==> src/rtl/addrwin_pkg.sv <==
package addrwin_pkg;

    localparam int ADDR_W = 32;
    localparam int HALF_W = 16;
    localparam int TGT_W  = 4;
    localparam int ATTR_W = 8;

    typedef enum logic [1:0] {
        SEL_CTRL   = 2'd0,
        SEL_BASE   = 2'd1,
        SEL_RMP_LO = 2'd2,
        SEL_RMP_HI = 2'd3
    } reg_sel_e;

    typedef struct packed {
        logic [HALF_W-1:0] size_mask;
        logic [ATTR_W-1:0] attr;
        logic [TGT_W-1:0]  target;
        logic [2:0]        rsvd;
        logic              en;
    } win_ctrl_t;

    typedef struct packed {
        win_ctrl_t         ctrl;
        logic [ADDR_W-1:0] base;
        logic [ADDR_W-1:0] rmp_lo;
        logic [ADDR_W-1:0] rmp_hi;
    } win_cfg_t;

    typedef struct packed {
        logic              hit;
        logic [TGT_W-1:0]  target;
        logic [ATTR_W-1:0] attr;
        logic [ADDR_W-1:0] addr;
        logic [ADDR_W-1:0] addr_hi;
    } win_res_t;

    function automatic logic upper_match(input logic [HALF_W-1:0] a,
                                         input logic [HALF_W-1:0] b,
                                         input logic [HALF_W-1:0] mask);
        return ((a ^ b) & ~mask) == '0;
    endfunction

    function automatic logic [HALF_W-1:0] splice_upper(input logic [HALF_W-1:0] rmp,
                                                       input logic [HALF_W-1:0] a,
                                                       input logic [HALF_W-1:0] mask);
        return (rmp & ~mask) | (a & mask);
    endfunction

endpackage

==> src/rtl/addrwin_regs.sv <==
module addrwin_regs
    import addrwin_pkg::*;
#(
    parameter int NUM_WIN   = 8,
    parameter int NUM_REMAP = 4,
    localparam int IDX_W    = (NUM_WIN > 1) ? $clog2(NUM_WIN) : 1
) (
    input  logic              clk,
    input  logic              rst,
    input  logic              wr_en,
    input  logic [IDX_W+1:0]  wr_addr,
    input  logic [ADDR_W-1:0] wr_data,
    output win_cfg_t          cfg [NUM_WIN]
);

    logic [IDX_W-1:0] wr_idx;
    reg_sel_e         wr_sel;

    assign wr_idx = wr_addr[IDX_W+1:2];
    assign wr_sel = reg_sel_e'(wr_addr[1:0]);

    for (genvar w = 0; w < NUM_WIN; w++) begin : g_win
        logic        slot_we;
        win_ctrl_t   ctrl_q;
        logic [ADDR_W-1:0] base_q;
        logic [ADDR_W-1:0] lo_q;
        logic [ADDR_W-1:0] hi_q;

        assign slot_we = wr_en && (wr_idx == IDX_W'(w));

        always_ff @(posedge clk) begin
            if (rst) begin
                ctrl_q <= '0;
                base_q <= '0;
            end else if (slot_we) begin
                if (wr_sel == SEL_CTRL) ctrl_q <= win_ctrl_t'(wr_data);
                if (wr_sel == SEL_BASE) base_q <= wr_data;
            end
        end

        if (w < NUM_REMAP) begin : g_remap
            always_ff @(posedge clk) begin
                if (rst) begin
                    lo_q <= '0;
                    hi_q <= '0;
                end else if (slot_we) begin
                    if (wr_sel == SEL_RMP_LO) lo_q <= wr_data;
                    if (wr_sel == SEL_RMP_HI) hi_q <= wr_data;
                end
            end
        end else begin : g_plain
            assign lo_q = '0;
            assign hi_q = '0;
        end

        assign cfg[w] = '{ctrl: ctrl_q, base: base_q, rmp_lo: lo_q, rmp_hi: hi_q};

        // a control write lands on the next cycle
        p_ctrl_write_r9: assert property (@(posedge clk) disable iff (rst)
            (wr_en && wr_addr == {IDX_W'(w), 2'b00}) |=> (ctrl_q == win_ctrl_t'($past(wr_data))));
    end

endmodule

==> src/rtl/addrwin_match.sv <==
module addrwin_match
    import addrwin_pkg::*;
#(
    parameter bit HAS_REMAP = 1'b1
) (
    input  win_cfg_t          cfg,
    input  logic [ADDR_W-1:0] addr,
    output win_res_t          res
);

    logic [HALF_W-1:0] up_in;
    logic [HALF_W-1:0] up_out;
    logic [ADDR_W-1:0] hi_out;

    assign up_in = addr[ADDR_W-1:HALF_W];

    if (HAS_REMAP) begin : g_xlat
        assign up_out = splice_upper(cfg.rmp_lo[ADDR_W-1:HALF_W], up_in, cfg.ctrl.size_mask);
        assign hi_out = cfg.rmp_hi;
    end else begin : g_pass
        assign up_out = up_in;
        assign hi_out = '0;
    end

    assign res.hit     = cfg.ctrl.en &&
                         upper_match(up_in, cfg.base[ADDR_W-1:HALF_W], cfg.ctrl.size_mask);
    assign res.target  = cfg.ctrl.target;
    assign res.attr    = cfg.ctrl.attr;
    assign res.addr    = {up_out, addr[HALF_W-1:0]};
    assign res.addr_hi = hi_out;

endmodule

==> src/rtl/addrwin_prio.sv <==
module addrwin_prio
    import addrwin_pkg::*;
#(
    parameter int NUM_WIN = 8
) (
    input  win_res_t           res [NUM_WIN],
    input  logic [ADDR_W-1:0]  addr,
    output win_res_t           pick,
    output logic [NUM_WIN-1:0] grant
);

    always_comb begin
        pick  = '{hit: 1'b0, target: '0, attr: '0, addr: addr, addr_hi: '0};
        grant = '0;
        for (int i = NUM_WIN - 1; i >= 0; i--) begin
            if (res[i].hit) begin
                pick  = res[i];
                grant = NUM_WIN'(1) << i;
            end
        end
    end

endmodule

==> src/rtl/addrwin_decoder.sv <==
module addrwin_decoder
    import addrwin_pkg::*;
#(
    parameter int NUM_WIN   = 8,
    parameter int NUM_REMAP = 4,
    localparam int IDX_W    = (NUM_WIN > 1) ? $clog2(NUM_WIN) : 1
) (
    input  logic              clk,
    input  logic              rst,
    input  logic              cfg_we,
    input  logic [IDX_W+1:0]  cfg_addr,
    input  logic [31:0]       cfg_wdata,
    input  logic [31:0]       lk_addr,
    output logic              lk_hit,
    output logic              lk_miss,
    output logic [3:0]        lk_target,
    output logic [7:0]        lk_attr,
    output logic [31:0]       lk_xaddr,
    output logic [31:0]       lk_xaddr_hi
);

    win_cfg_t           cfg   [NUM_WIN];
    win_res_t           res   [NUM_WIN];
    win_res_t           pick;
    logic [NUM_WIN-1:0] grant;

    addrwin_regs #(.NUM_WIN(NUM_WIN), .NUM_REMAP(NUM_REMAP)) u_regs (
        .clk     (clk),
        .rst     (rst),
        .wr_en   (cfg_we),
        .wr_addr (cfg_addr),
        .wr_data (cfg_wdata),
        .cfg     (cfg)
    );

    for (genvar w = 0; w < NUM_WIN; w++) begin : g_match
        addrwin_match #(.HAS_REMAP(w < NUM_REMAP)) u_match (
            .cfg  (cfg[w]),
            .addr (lk_addr),
            .res  (res[w])
        );

        // a disabled window is never granted
        p_disabled_r4: assert property (@(posedge clk) disable iff (rst)
            !cfg[w].ctrl.en |-> !grant[w]);

        if (w >= NUM_REMAP) begin : g_pass_chk
            // plain windows forward the address untouched
            p_passthru_r7: assert property (@(posedge clk) disable iff (rst)
                grant[w] |-> (lk_xaddr == lk_addr && lk_xaddr_hi == '0));
        end
    end

    addrwin_prio #(.NUM_WIN(NUM_WIN)) u_prio (
        .res   (res),
        .addr  (lk_addr),
        .pick  (pick),
        .grant (grant)
    );

    assign lk_hit      = pick.hit;
    assign lk_miss     = !pick.hit;
    assign lk_target   = pick.target;
    assign lk_attr     = pick.attr;
    assign lk_xaddr    = pick.addr;
    assign lk_xaddr_hi = pick.addr_hi;

    // a miss carries neutral outputs
    p_miss_neutral_r1: assert property (@(posedge clk) disable iff (rst)
        lk_miss |-> (lk_target == '0 && lk_attr == '0 && lk_xaddr == lk_addr && lk_xaddr_hi == '0));

    // at most one window is selected
    p_single_grant_r5: assert property (@(posedge clk) disable iff (rst)
        $onehot0(grant));

    // page offset bits always pass through
    p_low_bits_r8: assert property (@(posedge clk) disable iff (rst)
        lk_xaddr[15:0] == lk_addr[15:0]);

endmodule

==> config.mk <==
export PLATFORM = sky130hd
export DESIGN_NAME = addrwin_decoder
export DESIGN_NICKNAME = d
export VERILOG_FILES = /design/src/rtl/addrwin_pkg.sv /design/src/rtl/addrwin_regs.sv /design/src/rtl/addrwin_match.sv /design/src/rtl/addrwin_prio.sv /design/src/rtl/addrwin_decoder.sv
export SDC_FILE = /design/constraint.sdc
export NUM_CORES = 2
export LEC_CHECK = 0
export BUFFER_PORTS_ARGS = -buffer_cell sky130_fd_sc_hd__buf_2
export CAP_MARGIN = 40
export CORE_ASPECT_RATIO = 0.9
export CORE_MARGIN = 4
export CORE_UTILIZATION = 50
export DETAILED_ROUTE_END_ITERATION = 7
export PLACE_DENSITY_LB_ADDON = 0.25
export SKIP_LAST_GASP = 1
export SLEW_MARGIN = 20
export SYNTH_ARGS = -nofsm -noshare
export SYNTH_HDL_FRONTEND = slang
export SYNTH_SLANG_ARGS = --single-unit
==> constraint.sdc <==
create_clock -name clk -period 3.97 [get_ports clk]
set_input_delay 0.794 -clock clk [delete_from_list [all_inputs] [get_ports clk]]
set_output_delay 0.794 -clock clk [all_outputs]
set_load 0.02 [all_outputs]
==> out/metrics.yaml <==
status:
  status: "finished with violations"
  failed_checks: "DRC, setup timing"
routing:
  postRouteAntennaNets: 0
  drc: 1
  routed_via_density: 5.85
  post_drt_wl_per_cell_um: 21.0
  vias: 22993
  wirelength_um: 82500
  dr.pass1.iters: 8
  drt_iter0_markers: 2501
clock_network:
  clock-root-buffer: "clkbuf_16"
  cts_tree: "done"
  cts.sink_count: 552
  clk_pin_slew_ps: 60
  cts_buffers: 55
  clockBufferDepth: 3
  insertion_delay_ps: 630
  cts-htree-levels: 2
logic_synthesis:
  ys.flop_type: "dfxtp_1"
  synth_area_um2: 24000
  syn_inst: 3229
  synth_nets: 3301
  synth.avg_cell_area_um2: 7.42
  yosysUniqueCellTypes: 48
  yosys_warnings: 0
  synth_edf_count: 0
  synthArstFlopShare: 0
  seq_area_frac_synth: 0.461
  synth-seq-cells: 552
sta:
  rsz0062_at_grt: "yes"
  finalWorstSetupSlack_ps: -59.1
  max_freq_mhz: 248
  worst_pin_slew_ps: 840
  fin_worst_skew_ps: 0
  fin_crit_sh: 1.01
  hold_slack_ps: 438
  drv_slew: 0
  hold_violations: 0
  fin_crit_ps: 4030
  relSlewSlack: 0.440
  setup_viol: 17
placed_design:
  pre_cts_slack_ps: -301
  numPortBuffers: 117
  place_area_um2: 25600
  globalplace.congestion: 0.918
  place_inst: 3822
  dp_hpwl_um: 52300
setup_path:
  worstSetupEndpointType: "output port"
  path_max_fanout: 6
  r2r_cells: 2
  criticalPathCategory: "input port to output port"
  critPathArrivalTime_ps: 3240
  ff2ff_setup_slack_ps: 3180
  critPathLaunch: "lk_addr[24]"
  cp.required_ps: 3180
  r2r-start: "u_regs.cfg[627]"
  critPathLaunchType: "input port"
  r2r-end: "u_regs.cfg[627]"
floorplanning:
  die_area_um2: 51500
  io_pins: 150
  die_y_um: 216
  core_um2: 47000
  initial_core_util: 0.510
  die_x_um: 239
  fp-row-count: 75
global_routing:
  grt_pass1_vias: 21531
  grt_overflow: 0
  grt_pass1_wl_um: 124000
  track_usage: 0.303
  antenna_found_initial: 7
  grt_max_degree: 119
final_layout:
  final_cell_count_no_fill: 3931
  final_common_cell: "nand2_1"
  n_fill_cell: 4080
  syn2layout_area_growth_pct: 17.4
  multi_input_area_um2: 12300
  drive_gt1_frac: 0.147
  final_area_um2: 28100
  fin_nets: 3343
  register_area_um2: 11100
  final_cell_mix: "nand2_1 (1236), a21oi_1 (579), dfxtp_1 (551)"
run:
  cap_violations: 0
worst_hold_path:
  worstHoldPathCells: 3
  hold_path_end: "u_regs.g_win[0].hi_q[3]"
  min-delay-start: "cfg_wdata[3]"
  hold_path_class: "input port to register"
power:
  cellPowerDensity_nw_per_um2: 405
  p_leak_nw: 9.43
  worst_ir_drop_vdd_v: 0.000378
  power_mw: 11.4
-- flip-flops by register name (all words and copies together), names as in the netlist --
register,flops
u_regs.g_win.base_q,128
u_regs.cfg,232
u_regs.g_win.lo_q,64
u_regs.g_win.hi_q,128
-- power by group --
part           switching [mW]  internal (mW)
clock                    2.24           2.84
sequential             0.0268           5.58
combinational           0.492          0.219
total                    2.76           8.64
-- per-stage QoR --
step	utilization	setup TNS, ps
final	0.598	-456
after global routing	0.598	-1910
after CTS	0.585	-242
after detailed placement	0.544	-5700
after global placement	0.543	-6040
after floorplan	-	0
-- cell type report --
cell class              count  area share
inverters                   6    0.000801
repair buffers            267      0.0802
well taps                 616      0.0274
multi-input cells        2389       0.437
clock inverters            13     0.00476
clock buffers              82      0.0568
diodes                      6    0.000534
flip-flops and latches    552       0.393
-- cells by family after synthesis --
group	after synthesis	share of synthesized area
AOI/OAI and AO/OA	802	0.188
xor gates and xnor gates	128	0.0468
buffers and inverters	288	0.0507
DFF	552	0.461
muxes	61	0.0271
and+or+nand+nor	1398	0.226
-- worst max path at each step --
stage | to | slack (ps) | cells after the start
after floorplan | lk_xaddr[20] | 260 | 11
after global placement | lk_xaddr[21] | -340 | 11
after detailed placement | lk_xaddr[21] | -300 | 11
after CTS | lk_xaddr[21] | -50 | 11
after global routing | lk_attr[5] | -130 | 11
final | lk_xaddr[24] | -60 | 11
-- cells in the mapped netlist (all sizes together), types with 2 or more instances --
cell,instances,area (um2)
o21ai,46,230
or2,2,12.5
a21oi,592,2960
o22ai,50,313
a21boi,3,22.5
a221o,31,310
clkbuf,229,860
dfxtp,552,11100
or4,2,22.5
xnor2,125,1090
mux2,32,360
nor3,27,135
nand3,14,70.1
nand2,1239,4650
inv,6,22.5
xor2,3,26.3
nor4,8,65.1
nand2b,7,43.8
mux2i,29,290
nor2b,5,31.3
a221oi,12,105
nor2,87,337
o31a,10,87.6
o221ai,2,17.5
o2111ai,3,26.3
o211ai,29,218
buf,53,333
and3,4,25.0
a311o,10,100
o22a,5,43.8
a311oi,3,26.3
-- worst max-delay path, cell delays in order --
cell       delay (ps)
buf_2             220
xnor2_1           170
o22ai_1           120
or4_4             520
or2_4             330
clkbuf_16         190
nor2_2            120
mux2_2            360
o21ai_2           160
o21ai_2            80
buf_4             160
-- layer usage --
layer,vias to the layer above,track usage,wire [um]
li1,10754,-,-
met2,1147,0.468,37100
met1,10894,0.415,33500
met3,196,0.0680,8980
met5,-,0,10
met4,2,0.115,2950
-- what timing repair did --
item                       in CTS  in global routing
setup buffers                   0                  4
pin swaps                       9                 34
resized for setup              61                139
setup endpoints to repair      60                 62
cloned                          1                  3
hold buffers                    0                  0
(Power assumes the default switching activity.)
